File: src/rtl/flash_rw_pkg.sv
package flash_rw_pkg;
  localparam int REG_W   = 8;
  localparam int READY_B = 0;
  localparam int SEL_B   = 1;
  localparam int ENTRY_B = 2;
  localparam int RST_B   = 3;
  localparam int AREA_B  = 4;
  localparam int PROT_N  = 2;

  // Strobes from the control module to the datapath
  typedef struct packed {
    logic setSel;
    logic clrSel;
    logic setRst;
    logic clrRst;
    logic loadArea;
    logic areaVal;
  } frStrobe_t;

  function automatic int protBit(input int idx);
    return (idx == 0) ? SEL_B : RST_B;
  endfunction
endpackage

File: src/rtl/flash_rw_ctrl.sv
module flash_rw_ctrl
  import flash_rw_pkg::*;
#(
  parameter int DATA_W = REG_W
) (
  input  logic              clk,
  input  logic              rstN,
  input  logic              wrStb,
  input  logic [DATA_W-1:0] wrData,
  output frStrobe_t         strobes
);
  logic [PROT_N-1:0] armQ;
  logic [PROT_N-1:0] setP;
  logic [PROT_N-1:0] clrP;

  // One arm flag for each protected bit. The flag records whether the most
  // recent write carried 0 in that bit.
  for (genvar g = 0; g < PROT_N; g++) begin : g_prot
    localparam int B = protBit(g);
    always_ff @(posedge clk) begin
      if (!rstN)      armQ[g] <= 1'b0;
      else if (wrStb) armQ[g] <= ~wrData[B];
    end
    assign setP[g] = wrStb &  wrData[B] & armQ[g];
    assign clrP[g] = wrStb & ~wrData[B];
  end

  always_comb begin
    strobes.setSel   = setP[0];
    strobes.clrSel   = clrP[0];
    strobes.setRst   = setP[1];
    strobes.clrRst   = clrP[1];
    strobes.loadArea = wrStb;
    strobes.areaVal  = wrData[AREA_B];
  end

  // a set never follows a write that was itself a set of the same bit
  a_r3_no_back_to_back_set: assert property (@(posedge clk) disable iff (!rstN)
    strobes.setSel |=> !strobes.setSel);
  // the reset bit cannot be set twice in a row without a 0 write between
  a_r6_no_back_to_back_set: assert property (@(posedge clk) disable iff (!rstN)
    strobes.setRst |=> !strobes.setRst);
endmodule

File: src/rtl/flash_rw_dp.sv
module flash_rw_dp
  import flash_rw_pkg::*;
#(
  parameter int DATA_W = REG_W
) (
  input  logic              clk,
  input  logic              rstN,
  input  frStrobe_t         strobes,
  input  logic              progVoltOk,
  input  logic              bootMode,
  input  logic              engineBusy,
  output logic [DATA_W-1:0] rdData,
  output logic              selBit,
  output logic              rewriteEn,
  output logic              ctlReset,
  output logic              bootAreaSel
);
  logic selQ, rstQ, areaQ;

  always_ff @(posedge clk) begin
    if (!rstN) begin
      selQ  <= 1'b0;
      rstQ  <= 1'b0;
      areaQ <= 1'b0;
    end else begin
      if (strobes.clrSel)      selQ <= 1'b0;
      else if (strobes.setSel) selQ <= 1'b1;
      if (strobes.clrRst)      rstQ <= 1'b0;
      else if (strobes.setRst) rstQ <= 1'b1;
      if (strobes.loadArea)    areaQ <= strobes.areaVal;
    end
  end

  assign selBit      = selQ;
  assign rewriteEn   = selQ & progVoltOk;
  assign ctlReset    = rstQ & selQ;
  assign bootAreaSel = areaQ | bootMode;

  always_comb begin
    rdData          = '0;
    rdData[READY_B] = ~engineBusy;
    rdData[SEL_B]   = selQ;
    rdData[ENTRY_B] = rewriteEn;
    rdData[RST_B]   = rstQ;
    rdData[AREA_B]  = bootAreaSel;
  end

  // a clear strobe releases the reset bit on the next cycle
  a_r6_release: assert property (@(posedge clk) disable iff (!rstN)
    strobes.clrRst |=> !rstQ);
  // a set strobe without a clear leaves the select bit at 1
  a_r3_set_takes: assert property (@(posedge clk) disable iff (!rstN)
    (strobes.setSel && !strobes.clrSel) |=> selQ);
  // the area bit follows each write
  a_r8_area_load: assert property (@(posedge clk) disable iff (!rstN)
    strobes.loadArea |=> (areaQ == $past(strobes.areaVal)));
endmodule

File: src/rtl/flash_rewrite_ctl.sv
module flash_rewrite_ctl
  import flash_rw_pkg::*;
(
  input  logic             clk,
  input  logic             rstN,
  input  logic             regSel,
  input  logic             wrEn,
  input  logic [REG_W-1:0] wrData,
  output logic [REG_W-1:0] rdData,
  input  logic             progVoltOk,
  input  logic             bootMode,
  input  logic             engineBusy,
  output logic             rewriteEn,
  output logic             ctlReset,
  output logic             bootAreaSel
);
  logic      wrStb;
  logic      selBit;
  frStrobe_t strobes;

  assign wrStb = regSel & wrEn;

  flash_rw_ctrl #(.DATA_W(REG_W)) u_ctrl (
    .clk    (clk),
    .rstN   (rstN),
    .wrStb  (wrStb),
    .wrData (wrData),
    .strobes(strobes)
  );

  flash_rw_dp #(.DATA_W(REG_W)) u_dp (
    .clk        (clk),
    .rstN       (rstN),
    .strobes    (strobes),
    .progVoltOk (progVoltOk),
    .bootMode   (bootMode),
    .engineBusy (engineBusy),
    .rdData     (rdData),
    .selBit     (selBit),
    .rewriteEn  (rewriteEn),
    .ctlReset   (ctlReset),
    .bootAreaSel(bootAreaSel)
  );

  // a write with bit 1 = 0 clears the select bit
  a_r3_zero_clears: assert property (@(posedge clk) disable iff (!rstN)
    (wrStb && !wrData[SEL_B]) |=> !rdData[SEL_B]);
  // the select bit rises only after a write with bit 1 = 1
  a_r3_rise_cause: assert property (@(posedge clk) disable iff (!rstN)
    $rose(selBit) |-> $past(wrStb && wrData[SEL_B]));
  // the mode is active only with the programming voltage present
  a_r5_needs_volt: assert property (@(posedge clk) disable iff (!rstN)
    rewriteEn |-> (progVoltOk && selBit));
  // the control reset takes effect only while the mode is selected
  a_r7_gated: assert property (@(posedge clk) disable iff (!rstN)
    ctlReset |-> selBit);
  // boot mode forces the boot area
  a_r8_boot_forces: assert property (@(posedge clk) disable iff (!rstN)
    bootMode |-> bootAreaSel);
  // the ready flag mirrors the engine
  a_r2_ready: assert property (@(posedge clk) disable iff (!rstN)
    rdData[READY_B] != engineBusy);
endmodule

File: config.mk
export PLATFORM = sky130hd
export DESIGN_NAME = flash_rewrite_ctl
export DESIGN_NICKNAME = d
export VERILOG_FILES = /design/src/rtl/flash_rw_pkg.sv /design/src/rtl/flash_rw_ctrl.sv /design/src/rtl/flash_rw_dp.sv /design/src/rtl/flash_rewrite_ctl.sv
export SDC_FILE = /design/constraint.sdc
export NUM_CORES = 1
export LEC_CHECK = 0
export ABC_AREA = 1
export BUFFER_PORTS_ARGS = -buffer_cell sky130_fd_sc_hd__buf_2
export CAP_MARGIN = 30
export CORE_AREA = 2 2 39 41
export CTS_CLUSTER_SIZE = 14
export DETAILED_ROUTE_END_ITERATION = 6
export DIE_AREA = 0 0 41 43
export HOLD_SLACK_MARGIN = 0.02
export PLACE_DENSITY = 0.6
export SLEW_MARGIN = 20
export SYNTH_ARGS = -nofsm -noshare
export SYNTH_HDL_FRONTEND = slang
export SYNTH_SLANG_ARGS = --single-unit
export TNS_END_PERCENT = 100
File: constraint.sdc
create_clock -name clk -period 0.8 [get_ports clk]
set_input_delay 0.04 -clock clk [delete_from_list [all_inputs] [get_ports clk]]
set_output_delay 0.04 -clock clk [all_outputs]
set_load 0.01 [all_outputs]
# Word-level counts from Yosys, hierarchy flattened
# Cells that the tools add are included.
# word_totals
reg_bits	5
in_bits	15
output_inout_bits	11
elab_cells	21
# classes
n_bitwise	14
reduce_logical	2
# ops
cell	n
1-bit AND	9
1-bit NOT	4
2-bit OR reduction	2
1-bit bitwise OR	1

# Longest topological paths before layout
# Gate-level depths: netlist (run 1).
# depth
depth_word	3
mapped_depth	4
depth_no_buf	4

# Cells and area by module
# Synthesis (run 1) repeated with hierarchy kept, for this count alone.
# unflattened
hier_cells	51
area_unflattened_um2	315.3
# by_module_without_submodules
module	n_inst	cells_each	area_per_inst_um2
flash_rw_dp	1	30	190.2
flash_rw_ctrl	1	19	117.6
flash_rewrite_ctl	1	2	7.5

# Worst setup path before layout (run 1)
# No wires, ideal clock.
# synth_timing
path_type	reg2out
from	reg u_dp.areaQ
to	out rdData[4]
arrival_ps	759
required_time_ps	760
slack_ps	1
path_stages_with_launch	3
path_buffers	1
cell_sequence	dfxtp_1 or2_2 buf_4
# synth_via
elab_chain_cells	1
# synth_rtl
element	line	rtl
start: declaration	flash_rw_dp.sv:18	logic selQ, rstQ, areaQ;
start signal: assignment	flash_rw_dp.sv:30	if (strobes.loadArea) areaQ <= strobes.areaVal;
1-bit bitwise OR	flash_rw_dp.sv:37	assign bootAreaSel = areaQ | bootMode;
end: declaration	flash_rewrite_ctl.sv:9	output logic [REG_W-1:0] rdData,
# No other way between the ends.

# Final worst setup path (run 1)
# Ends and elaborated chain as after synthesis.

==> results of run 1 <==
-- per-stage QoR --
step / hold WS (ns) / instances / power (mW)
2_1_floorplan: 0.1235 / 42 / 0.3212
3_3_place_gp: 0.3006 / 68 / 0.3448
3_5_place_dp: 0.3026 / 68 / 0.3459
4_1_cts: 0.03999 / 72 / 0.6650
5_1_grt: 0.06127 / 72 / 0.6940
6_report: 0.05109 / 72 / 0.6445
-- power by group --
part | internal (mW) | switching [mW]
sequential | 0.259 | 0.00391
combinational | 0.0460 | 0.0450
clock | 0.189 | 0.103
-- per-layer routing --
metal / up-vias / global-route usage (%) / wire [um]
li1: 145 / - / -
met3: 0 / 6.283 / 46
met4: 0 / 4.000 / 0
met5: - / 0 / 0
met1: 104 / 7.717 / 230
met2: 11 / 8.438 / 228
-- cells by family (layout without fill, tap and decap cells) --
| family | Yosys count | count (layout) |
|---|---|---|
| other cells | 1 | 3 |
| buf+inv | 11 | 25 |
| simple gates | 18 | 18 |
| flops | 5 | 5 |
| compound gates | 5 | 5 |
-- registers in the layout, summed over array words and instances, names as in the netlist --
name / flops
u_dp.rstQ: 1
u_ctrl.armQ: 2
u_dp.selBit: 1
u_dp.areaQ: 1
-- final timing paths --
check / end / start / cells after the start / slack (ns)
max: rdData[4] / u_dp.areaQ$_SDFFE_PN0N_ / 2 / -0.14
min reg2reg: u_dp.areaQ$_SDFFE_PN0N_ / u_dp.areaQ$_SDFFE_PN0N_ / 2 / 0.46
max reg2reg: u_dp.selBit$_SDFFE_PP0P_ / u_ctrl.armQ[0]$_SDFFE_PN0N_ / 4 / 0.18
min: u_dp.areaQ$_SDFFE_PN0N_ / wrData[4] / 3 / 0.05
-- critical path: cells and delay by family, from the launching register on --
kind / cells / cell delay, ns
flops: 1 / 0.31
simple gates: 1 / 0.23
buf+inv: 1 / 0.12
-- layout by cell type (no fill, tap or decap), drive strengths merged --
| master | synthesis | layout |
|---|---|---|
| dfxtp | 5 | 5 |
| conb | 1 | 3 |
| nor2 | 6 | 6 |
| or2 | 1 | 1 |
| nand2 | 8 | 8 |
| nand3 | 1 | 1 |
| a21oi | 3 | 3 |
| o21ai | 2 | 2 |
| buf | 7 | 17 |
| clkbuf | 0 | 4 |
| nand3b | 2 | 2 |
| inv | 4 | 4 |
-- repair_timing --
action	CTS	global route
pin swaps	2	0
setup endpoints to repair	6	5
gates resized for setup	6	0
gates cloned	0	0
hold endpoints to repair	0	0
buffers inserted	0	0
-- cell type report --
class	instances	area, sq um	area share [%]
sequential	5	103.9	27.12
clock buffer	4	26.28	6.863
timing repair buffer	17	97.59	25.49
tap	16	20.02	5.229
inverter	4	15.01	3.922
multi-input combinational	26	120.1	31.37
==> results.ini, run 1 <==
[timing]
finalSetupTns_ns=-0.3628
period_share_pct=117.5
finClkSkew_ns=0.0007585
grt_setup_unrepaired=yes
fmax_mhz=1064
worst_slack_ns=-0.1401
drv_slew=0
finalSetupViolations=5
hold_viol_final=0
min_period_ns=0.9401

[status]
status=finished with violations
violations=setup timing

[detailed_routing]
vias=260
drt_first_pass_iters=1
drc=0
avgViaCountPerCell=3.611
wl_um=505
wire_per_inst_um=7.014
ant_nets=0
drt_iter0_drc=0

[setup_path]
crit_type=reg2out
end_kind=output port
critical_path_required_ns=0.76
worstPathMaxFanout=2
arrival_ns=0.90
cp_slowest_cell=dfxtp_2
cp-start-kind=register
slowest_delay_ns=0.31
crit_chain=or2_4 > buf_6

[clock_tree]
worstSkewPairLatency_ns=0.24
cts_tree=yes
cts_made_buffers=3
htree_num_levels=1
ctsHoldBuffers=0
cts_sinks=5
clk_pin_slew_ns=0.04
ctsLongestPathBuffers=2
root_buffer=clkbuf_4

[placed_design]
globalplace.congestion=0.6511
post_dp_cell_area_sq_um=337.8
io_buffer_count=17
dp_hpwl_um=391
post-place-ws_ns=0.03978

[yosys]
synth.area.mux_share_pct=0
synthFlopType=dfxtp_1
synth_top_family_by_area=simple AND/OR/NAND/NOR gates
synth.top_cell.area_share_pct=36.04
synth_area_leader_cell=dfxtp_1
netlist_top_cells_count=7 x buf_4, 7 x nand2_1, 6 x nor2_1
ys_warn_count=0
synthCells=40
ys_types=12
synth-simple-area-share_pct=29.28
yosys_register_bits=5
syn_avg_cell_area_sq_um=6.944
synthAdderAreaFrac_pct=0
synth_xor_area_share_pct=0
synth.area.top_cells=dfxtp_1 36%, buf_4 19%, nand2_1 9.5%
async_flop_share_pct=0
syn_area_sq_um=277.8
synth_compound_area_share_pct=9.009
synth_edf_count=0
synth-seq-area-share_pct=36.04

[final_layout]
final_util_pct=27.67
finalNetCount=72
area_delta_synth_final_pct=37.84
n_fill_cell=150
drive_gt1_share_pct=44.64
fin_area_sq_um=382.9
antenna_cells=0

[hold_path]
min_path_type=in2reg

[floorplan]
core_area_sq_um=1384
start_util_pct=20.07
die_area_sq_um=1763
pin_count=26
die_x_um=41
fp.dieH_um=43
num_rows=14

[global_routing]
grt-ovfl-total=0
antenna_found_initial=0
grt_max_degree=8
first_global_vias=199
grt_pass1_wl_um=759
grt_use_total_pct=6.928

[power]
p_per_area_nw_per_um2=1683
peakVddDrop_uv=774.3
p_leak_nw=0.2058

[flow_run]
drv_cap=0

No activity file was read; power rests on OpenSTA's default activity.
==> inputs of run 2 (changes only) <==
==> constraint.sdc (replaced) <==
create_clock -name clk -period 1.2 [get_ports clk]
set_input_delay 0.06 -clock clk [delete_from_list [all_inputs] [get_ports clk]]
set_output_delay 0.06 -clock clk [all_outputs]
set_load 0.01 [all_outputs]
==> run 2 against run 1 <==
Compared with the run above:
- the run now ends clean
- sequential power decreased by 33%
- die area unchanged
- worst hold slack improved by 0.027 ns
- count of clock-buffer cells in the layout unchanged
- critical endpoint unchanged
- largest power group unchanged
- highest routed layer unchanged
==> results.ini, run 2 (same netlist as run 1, synthesis figures left out) <==
[status]
status=finished clean

[detailed_routing]
vias=258  ; -0.77%
drt_first_pass_iters=1  ; unchanged
wire_per_inst_um=6.708  ; -4.4%
ant_nets=0  ; unchanged
avgViaCountPerCell=3.583  ; -0.77%
drc=0  ; unchanged
wl_um=483  ; -4.4%
drt_iter0_drc=0  ; unchanged

[global_routing]
grt_max_degree=8  ; unchanged
grt_use_total_pct=6.539  ; -0.39 points
antenna_found_initial=0  ; unchanged
grt_pass1_wl_um=703  ; -7.4%
grt-ovfl-total=0  ; unchanged
first_global_vias=185  ; -7.0%

[setup_path]
cp-start-kind=register
r2r_cells=4  ; unchanged
rrSetupSlack_ns=0.58  ; +0.40 ns
crit_start=u_dp.areaQ$_SDFFE_PN0N_
end_kind=output port
reg2reg_to=u_dp.rstQ$_SDFFE_PP0P_
arrival_ns=0.97  ; +0.07 ns
crit_path_end=rdData[4]
worstPathMaxFanout=2  ; unchanged
r2r-start=u_ctrl.armQ[1]$_SDFFE_PN0N_
critical_path_required_ns=1.14  ; +0.38 ns
crit_type=reg2out

[final_layout]
final_util_pct=26.31  ; -1.4 points
area_delta_synth_final_pct=31.08
drive_gt1_share_pct=39.29  ; -5.4 points
finalNonFillerCells=72  ; unchanged
multi_input_area_sq_um=117.6  ; -2.1%
antenna_cells=0  ; unchanged
largest_register_ffs=2  ; unchanged
finalNetCount=72  ; unchanged
fin_area_sq_um=364.1  ; -4.9%
top_register=u_ctrl.armQ
n_fill_cell=152  ; +1.3%
seq_area_sq_um=100.1  ; -3.6%
mostFrequentLayoutCells=17 x buf_2, 7 x nand2_1, 6 x nor2_1, 5 x dfxtp_1, 4 x inv_1
layout_commonest_cell=buf_2

[clock_tree]
ctsLongestPathBuffers=2  ; unchanged
root_buffer=clkbuf_4
clk_pin_slew_ns=0.04  ; about the same
postCtsResizedCells=0  ; -6
cts_sinks=5  ; unchanged
worstSkewPairLatency_ns=0.24  ; about the same
cts_made_buffers=3  ; unchanged
post_cts_buffers=0  ; unchanged
htree_num_levels=1  ; unchanged
ctsHoldBuffers=0  ; unchanged
cts_tree=yes

[timing]
min_period_ns=1.028
whs_ns=0.07786  ; +0.02677 ns
finalSetupTns_ns=0  ; +0.3628 ns
period_share_pct=85.69
hold_viol_final=0  ; unchanged
drv_slew=0  ; unchanged
worst_slack_ns=0.1718  ; +0.3119 ns
finClkSkew_ns=0.001620  ; +0.0008611 ns
finalSetupViolations=0  ; -5
fmax_mhz=972.6
grt_setup_unrepaired=no

[placed_design]
dp_hpwl_um=391  ; unchanged
post_dp_cell_area_sq_um=337.8  ; unchanged
globalplace.congestion=0.6511  ; unchanged
io_buffer_count=17  ; unchanged
post-place-ws_ns=0.4198  ; +0.3800 ns
place_inst=68  ; unchanged

[power]
peakVddDrop_uv=487.4  ; -37%
p_leak_nw=0.1998  ; -2.9%
p_per_area_nw_per_um2=1150  ; -32%
p_total_mw=0.4187  ; -35%

[floorplan]
num_rows=14  ; unchanged
fp.dieH_um=43  ; unchanged
die_area_sq_um=1763  ; unchanged
core_area_sq_um=1384  ; unchanged
pin_count=26  ; unchanged
die_x_um=41  ; unchanged
start_util_pct=20.07  ; unchanged

[flow_run]
drv_cap=0  ; unchanged

[hold_path]
min_path_type=in2reg

run 2: cell counts in the layout (fill, tap and decap cells not counted):
No cell type changed its count.
run 2: cell type report:
class	count	area share, %
clock buffers	4	7.216
inverters	4	4.124
multi-input cells	26	32.30
flip-flops and latches	5	27.49
well taps	16	5.498
repair buffers	17	23.37
run 2: how the worst min path moves through the flow:
stage | from | to | slack, ns | cells past startpoint
2_1_floorplan | engineBusy | rdData[0] | 0.16 | 1
3_3_place_gp | wrData[4] | u_dp.areaQ$_SDFFE_PN0N_ | 0.33 | 3
3_5_place_dp | wrData[4] | u_dp.areaQ$_SDFFE_PN0N_ | 0.33 | 3
4_1_cts | wrData[4] | u_dp.areaQ$_SDFFE_PN0N_ | 0.07 | 3
5_1_grt | rstN | u_dp.selBit$_SDFFE_PP0P_ | 0.09 | 3
6_report | wrData[4] | u_dp.areaQ$_SDFFE_PN0N_ | 0.08 | 3
run 2: metal layers:
metal	vias up	wire [um]	track usage (%)
met1	102	228	8.091
met4	0	0	4.000
met2	11	207	6.875
met3	0	46	6.283
met5	-	0	0
li1	145	-	-
run 2: critical path, cell delays in order (launching register included):
cell and delay, ns:
dfxtp_1 0.30, or2_2 0.29, buf_2 0.14
run 2: report_power, final:
group | total (mW) | switching (mW) | internal, mW
clock | 0.191 | 0.0659 | 0.126
sequential | 0.175 | 0.00246 | 0.172
combinational | 0.0528 | 0.0288 | 0.0240
==> inputs of run 3 (changes only) <==
--- a/config.mk
+++ b/config.mk
@@ -5,7 +5,6 @@
 export SDC_FILE = /design/constraint.sdc
 export NUM_CORES = 1
 export LEC_CHECK = 0
-export ABC_AREA = 1
 export BUFFER_PORTS_ARGS = -buffer_cell sky130_fd_sc_hd__buf_2
 export CAP_MARGIN = 30
 export CORE_AREA = 2 2 39 41
@@ -13,7 +12,7 @@
 export DETAILED_ROUTE_END_ITERATION = 6
 export DIE_AREA = 0 0 41 43
 export HOLD_SLACK_MARGIN = 0.02
-export PLACE_DENSITY = 0.6
+export PLACE_DENSITY = 0.61
 export SLEW_MARGIN = 20
 export SYNTH_ARGS = -nofsm -noshare
 export SYNTH_HDL_FRONTEND = slang
==> run 3 against run 2 <==
Compared with the run above:
- total power up 2.0%
- critical path type unchanged
- sequential share of layout area up 0.68 points
- synthesized cell count down 20%
- register-to-register slack worse by 0.13 ns
- largest power group unchanged
- flip-flop and latch count unchanged
- clock skew about the same
- synthesized area up 5.0%
- critical path depth unchanged
- via count down 1.9%
==> results.ini, run 3 <==
[setup_path]
crit_chain=or2_1 > buf_2
worstPathMaxFanout=2  ; unchanged
cp-start-kind=register
r2r-start=u_ctrl.armQ[0]$_SDFFE_PN0N_
crit_start=u_dp.areaQ$_SDFFE_PN0N_
crit_path_end=bootAreaSel
crit_family=flip-flops
critical_path_required_ns=1.14  ; about the same
r2r_cells=2  ; -2
crit_type=reg2out
worst-path-stages=2  ; unchanged
path_buf_inv=1  ; unchanged
arrival_ns=0.90  ; -0.07 ns
cp_slowest_cell=dfxtp_1
slowest_delay_ns=0.30  ; about the same
reg2reg_to=u_dp.selBit$_SDFFE_PP0P_
end_kind=output port
rrSetupSlack_ns=0.45  ; -0.13 ns

[yosys]
synth_edf_count=0  ; unchanged
synth-simple-area-share_pct=13.73  ; -16 points
synth_compound_area_share_pct=22.32  ; +13 points
synthAdderAreaFrac_pct=0  ; unchanged
synthFlopType=dfxtp_1
synth_most_common_cell=buf_4
netlist_top_cells_count=7 x buf_4, 5 x dfxtp_1, 3 x a21oi_1
synth.top_cell.area_share_pct=34.33  ; -1.7 points
ys_types=14  ; +2
synth-seq-area-share_pct=34.33  ; -1.7 points
syn_avg_cell_area_sq_um=9.110  ; +31%
synth.area.top_cells=dfxtp_1 34%, buf_4 18%, buf_6 7.7%
synth_area_leader_cell=dfxtp_1
yosys_register_bits=5  ; unchanged
syn_area_sq_um=291.5  ; +5.0%
async_flop_share_pct=0  ; unchanged
synth_xor_area_share_pct=0  ; unchanged
synth.area.mux_share_pct=0  ; unchanged
ys_warn_count=0  ; unchanged
synthCells=32  ; -20%
synth_top_family_by_area=buffers and inverters

[final_layout]
antenna_cells=0  ; unchanged
largest_register_ffs=2  ; unchanged
n_fill_cell=158  ; +3.9%
mostFrequentLayoutCells=17 x buf_2, 5 x dfxtp_1, 3 x a21oi_1, 3 x conb_1, 3 x clkbuf_4
layout_commonest_cell=buf_2
area_delta_synth_final_pct=21.89
drive_gt1_share_pct=43.48  ; +4.2 points
top_register=u_ctrl.armQ
fin_area_sq_um=355.3  ; -2.4%
finalNetCount=62  ; -14%

[clock_tree]
worstSkewPairLatency_ns=0.24  ; about the same
cts_tree=yes
postCtsResizedCells=0  ; unchanged
ctsLongestPathBuffers=2  ; unchanged
htree_num_levels=1  ; unchanged
cts_sinks=5  ; unchanged
root_buffer=clkbuf_4
cts_made_buffers=3  ; unchanged
post_cts_buffers=0  ; unchanged
ctsHoldBuffers=0  ; unchanged
clk_pin_slew_ns=0.04  ; about the same

[floorplan]
pin_count=26  ; unchanged
core_area_sq_um=1384  ; unchanged
fp.dieH_um=43  ; unchanged
start_util_pct=21.07  ; +0.99 points
die_x_um=41  ; unchanged
num_rows=14  ; unchanged
die_area_sq_um=1763  ; unchanged

[timing]
finalSetupViolations=0  ; unchanged
grt_setup_unrepaired=no
period_share_pct=80.04  ; -5.6 points
finalSetupTns_ns=0  ; unchanged
min_period_ns=0.9605  ; -0.06769 ns
drv_slew=0  ; unchanged
finClkSkew_ns=0.001768  ; +0.0001488 ns
whs_ns=0.03694  ; -0.04092 ns
fmax_mhz=1041  ; +7.0%
hold_viol_final=0  ; unchanged

[detailed_routing]
ant_nets=0  ; unchanged
avgViaCountPerCell=4.081  ; +14%
drc=0  ; unchanged
wl_um=525  ; +8.7%
drt_first_pass_iters=2  ; +1
drt_iter0_drc=3  ; +3
vias=253  ; -1.9%
wire_per_inst_um=8.468  ; +26%

[placed_design]
post_dp_cell_area_sq_um=329.1  ; -2.6%
io_buffer_count=17  ; unchanged
globalplace.congestion=0.7603  ; +17%
dp_hpwl_um=417.8  ; +6.9%

[global_routing]
grt_pass1_wl_um=786  ; +12%
grt-ovfl-total=0  ; unchanged
grt_max_degree=10  ; +2
first_global_vias=196  ; +5.9%
antenna_found_initial=0  ; unchanged
grt_use_total_pct=7.337  ; +0.80 points

[flow_run]
drv_cap=0  ; unchanged

[power]
peakVddDrop_uv=776.2  ; +59%
p_leak_nw=0.1899  ; -5.0%
p_per_area_nw_per_um2=1202  ; +4.5%

[hold_path]
min_path_type=in2reg

[status]
status=finished clean

run 3: worst min-delay path by stage:
stage | slack [ns] | endpoint | cells past startpoint | startpoint
global placement | 0.28 | u_ctrl.armQ[1]$_SDFFE_PN0N_ | 2 | wrData[3]
floorplan | 0.16 | rdData[0] | 1 | engineBusy
detailed placement | 0.28 | u_ctrl.armQ[1]$_SDFFE_PN0N_ | 2 | wrData[3]
CTS | 0.03 | u_ctrl.armQ[1]$_SDFFE_PN0N_ | 2 | wrData[3]
global route | 0.03 | u_ctrl.armQ[1]$_SDFFE_PN0N_ | 2 | wrData[3]
finish | 0.04 | u_ctrl.armQ[1]$_SDFFE_PN0N_ | 2 | wrData[3]
run 3: stage by stage:
| stage | util, % | power (mW) | cells | worst slack (ns) |
|---|---|---|---|---|
| 2_1_floorplan | - | 0.2313 | 34 | 0.4388 |
| 3_3_place_gp | 23.78 | 0.2379 | 58 | 0.4558 |
| 6_report | 25.68 | 0.4270 | 62 | 0.2395 |
| 4_1_cts | 25.68 | 0.4374 | 62 | 0.2231 |
| 3_5_place_dp | 23.78 | 0.2391 | 58 | 0.4533 |
| 5_1_grt | 25.68 | 0.4675 | 62 | 0.1820 |
run 3: cell families (layout without fill, tap and decap cells):
family                 Yosys count  count (layout)
DFF                              5               5
and+or+nand+nor                  7               7
other                            1               3
buffers and inverters           11              23
AOI/OAI and AO/OA                8               8
run 3: final cells by class:
cell class                      count  area (sq um)  area share, %
Tap cell                           16         20.02          5.634
Clock buffer                        4         26.28          7.394
Sequential cell                     5         100.1          28.17
Inverter                            2         7.507          2.113
Timing Repair Buffer               17         85.08          23.94
Multi-Input combinational cell     18         116.4          32.75
run 3: per-layer routing:
metal	track usage [%]	up-vias	routed length (um)
met5	0	-	0
met1	8.710	107	227
met2	8.750	18	193
li1	-	128	-
met3	9.424	0	104
met4	0	0	0
run 3: power by group:
group          switching (mW)  internal [mW]  total, mW
Sequential            0.00378          0.175      0.178
Clock                  0.0656          0.126      0.191
Combinational          0.0311         0.0264     0.0575
